$ cat config.mk
export PLATFORM = sky130hd
export DESIGN_NAME = pfifo_strobe_slave
export DESIGN_NICKNAME = d
export VERILOG_FILES = /design/src/rtl/pfifo_strobe_slave.sv
export SDC_FILE = /design/constraint.sdc
export NUM_CORES = 1
export LEC_CHECK = 0
export BUFFER_PORTS_ARGS = -buffer_cell sky130_fd_sc_hd__buf_2
export CAP_MARGIN = 5
export CORE_MARGIN = 2
export CORE_UTILIZATION = 40
export CTS_CLUSTER_SIZE = 14
export DETAILED_ROUTE_END_ITERATION = 16
export HOLD_SLACK_MARGIN = 0.15
export SYNTH_ARGS = -nofsm -noshare
export SYNTH_HDL_FRONTEND = slang
export SYNTH_SLANG_ARGS = --single-unit
$ cat constraint.sdc
create_clock -name clk -period 2.95 [get_ports clk]
set_input_delay 0.1475 -clock clk [delete_from_list [all_inputs] [get_ports clk]]
set_output_delay 0.1475 -clock clk [all_outputs]
set_load 0.005 [all_outputs]
$ cat src/rtl/pfifo_strobe_slave.sv
module pfifo_strobe_slave #(
  parameter int DW       = 8,
  parameter int DEPTH    = 16,
  parameter int DEAD_CYC = 25
)(
  input  logic          clk,
  input  logic          rst_n,
  input  logic          strb_rd_n,
  input  logic          strb_wr_n,
  input  logic [DW-1:0] bus_din,
  output logic [DW-1:0] bus_dout,
  output logic          bus_oe,
  output logic          rd_avail_n,
  output logic          wr_room_n,
  input  logic [DW-1:0] src_data,
  input  logic          src_valid,
  output logic          src_ready,
  output logic          src_full,
  output logic          src_empty,
  output logic [DW-1:0] snk_data,
  output logic          snk_valid,
  input  logic          snk_ready,
  output logic          snk_full,
  output logic          snk_empty
);
  localparam int AW = (DEPTH > 1) ? $clog2(DEPTH) : 1;
  localparam int CW = $clog2(DEPTH + 1);
  localparam int TW = $clog2(DEAD_CYC + 1);

  function automatic logic [AW-1:0] ptr_nxt(input logic [AW-1:0] p);
    return (p == AW'(DEPTH - 1)) ? '0 : p + 1'b1;
  endfunction

  // strobe synchronizers plus one history stage
  logic [2:0] rd_sy, wr_sy;
  always_ff @(posedge clk or negedge rst_n)
    if (!rst_n) begin
      rd_sy <= 3'b111;
      wr_sy <= 3'b111;
    end else begin
      rd_sy <= {rd_sy[1:0], strb_rd_n};
      wr_sy <= {wr_sy[1:0], strb_wr_n};
    end

  logic rd_fall, rd_rise, wr_fall, wr_rise;
  assign rd_fall = rd_sy[2] & ~rd_sy[1];
  assign rd_rise = ~rd_sy[2] & rd_sy[1];
  assign wr_fall = wr_sy[2] & ~wr_sy[1];
  assign wr_rise = ~wr_sy[2] & wr_sy[1];

  // outbound buffer: core -> controller
  logic [DW-1:0] omem [DEPTH];
  logic [AW-1:0] owp, orp;
  logic [CW-1:0] ocnt;
  logic          src_push, rd_take, rd_busy;
  logic [TW-1:0] rd_dead;

  assign src_ready  = (ocnt != CW'(DEPTH));
  assign src_full   = ~src_ready;
  assign src_empty  = (ocnt == '0);
  assign src_push   = src_valid & src_ready;
  assign rd_take    = rd_fall & ~rd_avail_n & ~rd_busy;
  assign rd_avail_n = (rd_dead != '0) | (~rd_busy & src_empty);
  assign bus_oe     = rd_busy;

  always_ff @(posedge clk)
    if (src_push) omem[owp] <= src_data;

  always_ff @(posedge clk or negedge rst_n)
    if (!rst_n) begin
      owp      <= '0;
      orp      <= '0;
      ocnt     <= '0;
      rd_busy  <= 1'b0;
      rd_dead  <= '0;
      bus_dout <= '0;
    end else begin
      if (src_push) owp <= ptr_nxt(owp);
      if (rd_take) begin
        orp      <= ptr_nxt(orp);
        bus_dout <= omem[orp];
        rd_busy  <= 1'b1;
      end
      ocnt <= ocnt + CW'(src_push) - CW'(rd_take);
      if (rd_busy && rd_rise) begin
        rd_busy <= 1'b0;
        rd_dead <= TW'(DEAD_CYC);
      end else if (rd_dead != '0) begin
        rd_dead <= rd_dead - 1'b1;
      end
    end

  // inbound buffer: controller -> core
  logic [DW-1:0] imem [DEPTH];
  logic [AW-1:0] iwp, irp;
  logic [CW-1:0] icnt;
  logic          snk_pop, wr_take, wr_busy;
  logic [TW-1:0] wr_dead;

  assign snk_full  = (icnt == CW'(DEPTH));
  assign snk_empty = (icnt == '0);
  assign snk_valid = ~snk_empty;
  assign snk_data  = imem[irp];
  assign snk_pop   = snk_valid & snk_ready;
  assign wr_take   = wr_fall & ~wr_room_n;
  assign wr_room_n = wr_busy | (wr_dead != '0) | snk_full;

  always_ff @(posedge clk)
    if (wr_take) imem[iwp] <= bus_din;

  always_ff @(posedge clk or negedge rst_n)
    if (!rst_n) begin
      iwp     <= '0;
      irp     <= '0;
      icnt    <= '0;
      wr_busy <= 1'b0;
      wr_dead <= '0;
    end else begin
      if (wr_take) begin
        iwp     <= ptr_nxt(iwp);
        wr_busy <= 1'b1;
      end
      if (snk_pop) irp <= ptr_nxt(irp);
      icnt <= icnt + CW'(wr_take) - CW'(snk_pop);
      if (wr_busy && wr_rise) begin
        wr_busy <= 1'b0;
        wr_dead <= TW'(DEAD_CYC);
      end else if (wr_dead != '0) begin
        wr_dead <= wr_dead - 1'b1;
      end
    end

endmodule

# Word level (Yosys, flattened, before mapping)
# Memories as Yosys holds them, arrays and structs flattened. A register that Yosys moved wholly into a read port is not among the register bits.
# Index checks and enable logic that the tools add are counted.
[totals]
register_bits = 44
ram_bits = 256
in_bits = 22
out_inout_bits = 25
elab_cells = 79
mem_count = 2
[classes]
add_sub_neg = 10
n_eq_ne = 6
mux = 16
bitwise_logic = 22
reduce_logical = 11
[mem_list]
columns = ["memory", "depth", "width", "read_ports", "rd_clocked_by_memory_dff", "wr", "line_no", "source"]
rows = [
  ["imem", 16, 8, 1, 0, 1, "94", "logic [DW-1:0] imem [DEPTH];"],
  ["omem", 16, 8, 1, 1, 1, "52", "logic [DW-1:0] omem [DEPTH];"],
]
[ops]
columns = ["cell", "count"]
rows = [
  ["5-bit 2-to-1 mux", 4],
  ["4-bit by 1-bit adder with 4-bit output, second input constant", 4],
  ["4-bit equality test, second input constant", 4],
  ["4-bit 2-to-1 mux", 4],
  ["5-bit by 1-bit adder with 5-bit output", 2],
  ["1-bit AND", 10],
  ["5-bit zero test", 2],
  ["5-bit nonzero test", 2],
  ["5-bit by 1-bit subtractor with 5-bit output", 2],
  ["5-bit by 1-bit subtractor with 5-bit output, second input constant", 2],
  ["1-bit inverter", 9],
  ["1-bit 2-to-1 mux", 8],
  ["2-bit nonzero test", 4],
  ["5-bit equality test, second input constant", 1],
  ["5-bit != test, second input constant", 1],
  ["1-bit bitwise OR", 3],
  ["1-bit logical AND", 2],
  ["1-bit zero test", 1],
]

# Logic depth before layout (Yosys ltp)
[logic_depth]
depth_word = 8
mapped_depth = 15
mapped_depth_nobuf = 14

# Worst setup path after synthesis
# No wires, ideal clock.
[synth_path]
path_kind = "flip-flop to flip-flop"
from = "register wr_dead[0]"
to = "register icnt[4]"
setup_ns = 0.123
arrival_ns = 3.030
t_required_ns = 2.827
setup_slack_ns = -0.203
path_stages_with_launch = 16
n_path_buf = 2
period_less_slack_ns = 3.153
path_cell_list = "dfrtp_1 > inv_1 > ha_1 > or4b_4 > buf_6 > nor4_4 > inv_2 > buf_2 > ha_1 > inv_1 > ha_1 > fa_1 > a21oi_1 > nor2_1 > nor2_1 > xnor2_1"
[synth_via]
elab_chain_cells = 7
[synth_rtl]
columns = ["element", "line_no", "source"]
rows = [
  ["start: declaration", "98", "logic [TW-1:0] wr_dead;"],
  ["start signal: assignment", "127", "wr_dead <= TW'(DEAD_CYC);"],
  ["start signal: assignment", "129", "wr_dead <= wr_dead - 1'b1;"],
  ["5-bit nonzero test", "106", "assign wr_room_n = wr_busy | (wr_dead != '0) | snk_full;"],
  ["1-bit bitwise OR (2 in a row)", "106", ""],
  ["1-bit inverter", "105", "assign wr_take = wr_fall & ~wr_room_n;"],
  ["1-bit AND", "105", ""],
  ["5-bit by 1-bit adder with 5-bit output", "124", "icnt <= icnt + CW'(wr_take) - CW'(snk_pop);"],
  ["5-bit by 1-bit subtractor with 5-bit output", "124", ""],
  ["end signal: assignment", "124", ""],
  ["end: declaration", "96", "logic [CW-1:0] icnt;"],
]
# No other way between the ends.
# A chain may end at the register's enable or synchronous reset.

# Final worst setup path
# Ends and elaborated chain as after synthesis.

==> flow_summary.yaml <==
status:
  outcome: "completed"
clock_tree:
  htreeDepth: 2
  tritoncts: "built"
  clkTransAtPathRegs_ps: 60
  cts_sinks: 308
  root_buffer: "clkbuf_16"
  clk_latency_ps: 520
  clock_path_buffers: 3
  cts_buffers: 34
sta:
  skew_ps: 22.68
  tightest_slew_ps: 830.2
  fmax_mhz: 363.1
  relSlewSlack_pct: 44.65
  slew_viol_final: 0
  min_period_ps: 2754
  period_share_pct: 93.36
  hold_viol_final: 0
  tns_ps: 0
  rsz0062_at_grt: "no"
  setup_viol: 0
routing:
  top_layer_used: "met4"
  wl_met2_mm: 12.25
  wl_per_cell_um: 19.50
  viasPerCell: 5.132
  drtIter0Drc: 452
  wl_met1_mm: 10.82
  wl_met3_um: 890
  dr.pass1.iters: 4
  vias: 6456
  wirelength_mm: 24.54
  drcViolationCount: 0
  antenna_left: 0
floorplanning:
  rows: 64
  die_h_um: 181.2
  dieArea_sq_mm: 0.03284
  die_w_um: 181.2
  start_util_pct: 40.86
  io-pin-count: 47
  fp.coreArea_sq_mm: 0.03075
placed_design:
  place_congestion: 0.7303
  dpl.hpwl_mm: 15.77
  io_buffers: 46
cells_and_area:
  n_fill_cell: 2582
  utilization_pct: 48.08
  multi_input_area_sq_mm: 0.003324
  regArea_sq_mm: 0.009000
  n_antenna_cell: 0
  syn_to_final_growth_pct: 17.67
  nNetsFinal: 887
  drive_above_1_share_pct: 24.71
pwr:
  power.density_mw_per_mm2: 889.2
  peakVddDrop_uv: 520.7
  power_mw: 13.15
  total_leakage_power_nw: 5.348
global_route:
  grt_pass1_wl_mm: 38.35
  antenna_found_initial: 0
  grt_max_degree: 25
  grt_pass1_vias: 6695
  grt_use_total_pct: 15.24
  grt-ovfl-total: 0
synthesis:
  async_flop_share_pct: 16.88
  yosysTopAreaCell: "edfxtp_1"
  synthFlopType: "edfxtp_1"
  synth_nets: 774
  yosysMostFrequentCell: "edfxtp_1"
  yosysSeqAreaShare_pct: 71.60
  netlist.area_leader.share_pct: 61.18
  ys_ff_latch: 308
  yosysUniqueCellTypes: 52
  synth_common_cells: "256 x edfxtp_1, 48 x mux4_2, 46 x dfrtp_1, 40 x mux2i_1, 32 x nand2_1"
  ys_warn_count: 0
  syn_inst: 724
  synth_area_leaders: "edfxtp_1 61%, dfrtp_1 9.2%, mux4_2 8.6%, mux2i_1 3.2%, ha_1 2.6%"
  synth_area_sq_mm: 0.01256
  avgSynthCellArea_sq_um: 17.35
  synth-edff-count: 256
worst_setup_path:
  crit_start: "wr_dead[0]"
  crit_required_ps: 3370
  cp-start-kind: "register"
  crit_type: "register to register"
  critical_path.max_fanout: 4
  reg2reg_depth: 13
  cp_data_arrival_time_ps: 3180
  end_kind: "register"
  r2r-start: "wr_dead[0]"
hold_path:
  hold_path_class: "input pin to async pin"
job:
  maxCapViolCount: 0
==> layout make-up <==
type                    instances  share of cell area (%)
flip-flops and latches        308                   60.87
multi-input cells             347                   22.49
clock buffers                  41                   6.220
repair buffers                113                   5.467
well taps                     396                   3.351
inverters                      33                  0.8378
clock inverters                20                  0.7617
==> placed cells by master, fill, tap and decap left out, types with 27 or more instances in the layout <==
master,instances
mux4_2,48
nand2_1,32
buf_2,46
nor2_1,27
buf_4,45
clkbuf_16,36
mux2i_1,40
dfrtp_1,43
edfxtp_1,256
inv_1,31
==> cells by family (layout without fill, tap and decap cells) <==
kind of cell / Yosys count / count (layout) / share of synthesized area, %
AND/OR/NAND/NOR: 124 / 124 / 5.188
AO/OA/AOI/OAI: 90 / 90 / 5.039
buffers and inverters: 69 / 207 / 2.231
adder cells (fa/ha/maj): 28 / 28 / 2.908
multiplexers: 91 / 91 / 12.06
XOR/XNOR: 14 / 14 / 0.9758
flip-flops: 308 / 308 / 71.60
==> power breakdown <==
group          switching [mW]  internal, mW  total (mW)  leakage [nW]
clock                    1.64          2.23        3.87         0.498
combinational            1.78          1.79        3.57          1.92
sequential              0.516          5.19        5.70          2.93
==> flip-flops by register name, summed over array words and instances (netlist names) <==
register / flops
iwp: 4
rd_sy: 3
irp: 4
bus_dout: 8
ocnt: 5
omem: 128
orp: 4
rd_dead: 5
owp: 4
imem: 128
wr_dead: 5
icnt: 5
wr_sy: 3
wr_busy: 1
bus_oe: 1
==> critical path, cell delays in order, from the launching register on <==
cell and delay [ps]:
dfrtp_1 400, inv_1 100, ha_1 180, or4b_4 510, nor4_4 180, inv_2 60
ha_1 270, inv_1 40, ha_2 180, fa_2 360, a21oi_2 120, nor2_1 50
nor2_1 120, xnor2_1 120
==> path summary, 6_finish.rpt <==
check	to	slack [ps]
hold reg to reg	rd_sy[1]	360
setup / recovery	icnt[4]	200
max in group asynchronous	wr_sy[2]	2050
min in group clk	owp[0]	230
hold / removal	owp[3]	170
setup reg to reg	icnt[4]	200
==> per-layer routing <==
layer / up-vias / global-route usage, %
met3: 45 / 2.439
met1: 3252 / 20.21
met5: - / 0
met2: 105 / 25.84
li1: 3054 / -
met4: 0 / 4.878
==> stage by stage <==
step	instances	area, sq um	hold slack, ps	setup WS [ps]
2_1_floorplan	724	12580	-148.1	12.46
3_3_place_gp	1176	13520	172.8	106.9
3_5_place_dp	1176	13520	179.0	71.28
4_1_cts	1257	14760	166.9	38.59
5_1_grt	1258	14780	222.3	25.49
6_report	1258	14780	168.4	196.0
==> repair_timing <==
action                     in CTS  in global routing
setup buffers                   0                  1
gates cloned                    0                  0
hold endpoints to repair      308                  0
gates resized for setup         1                  6
setup endpoints to repair       1                  2
hold buffers                   20                  0
pin swaps                       0                  0
(Power assumes the default switching activity.)
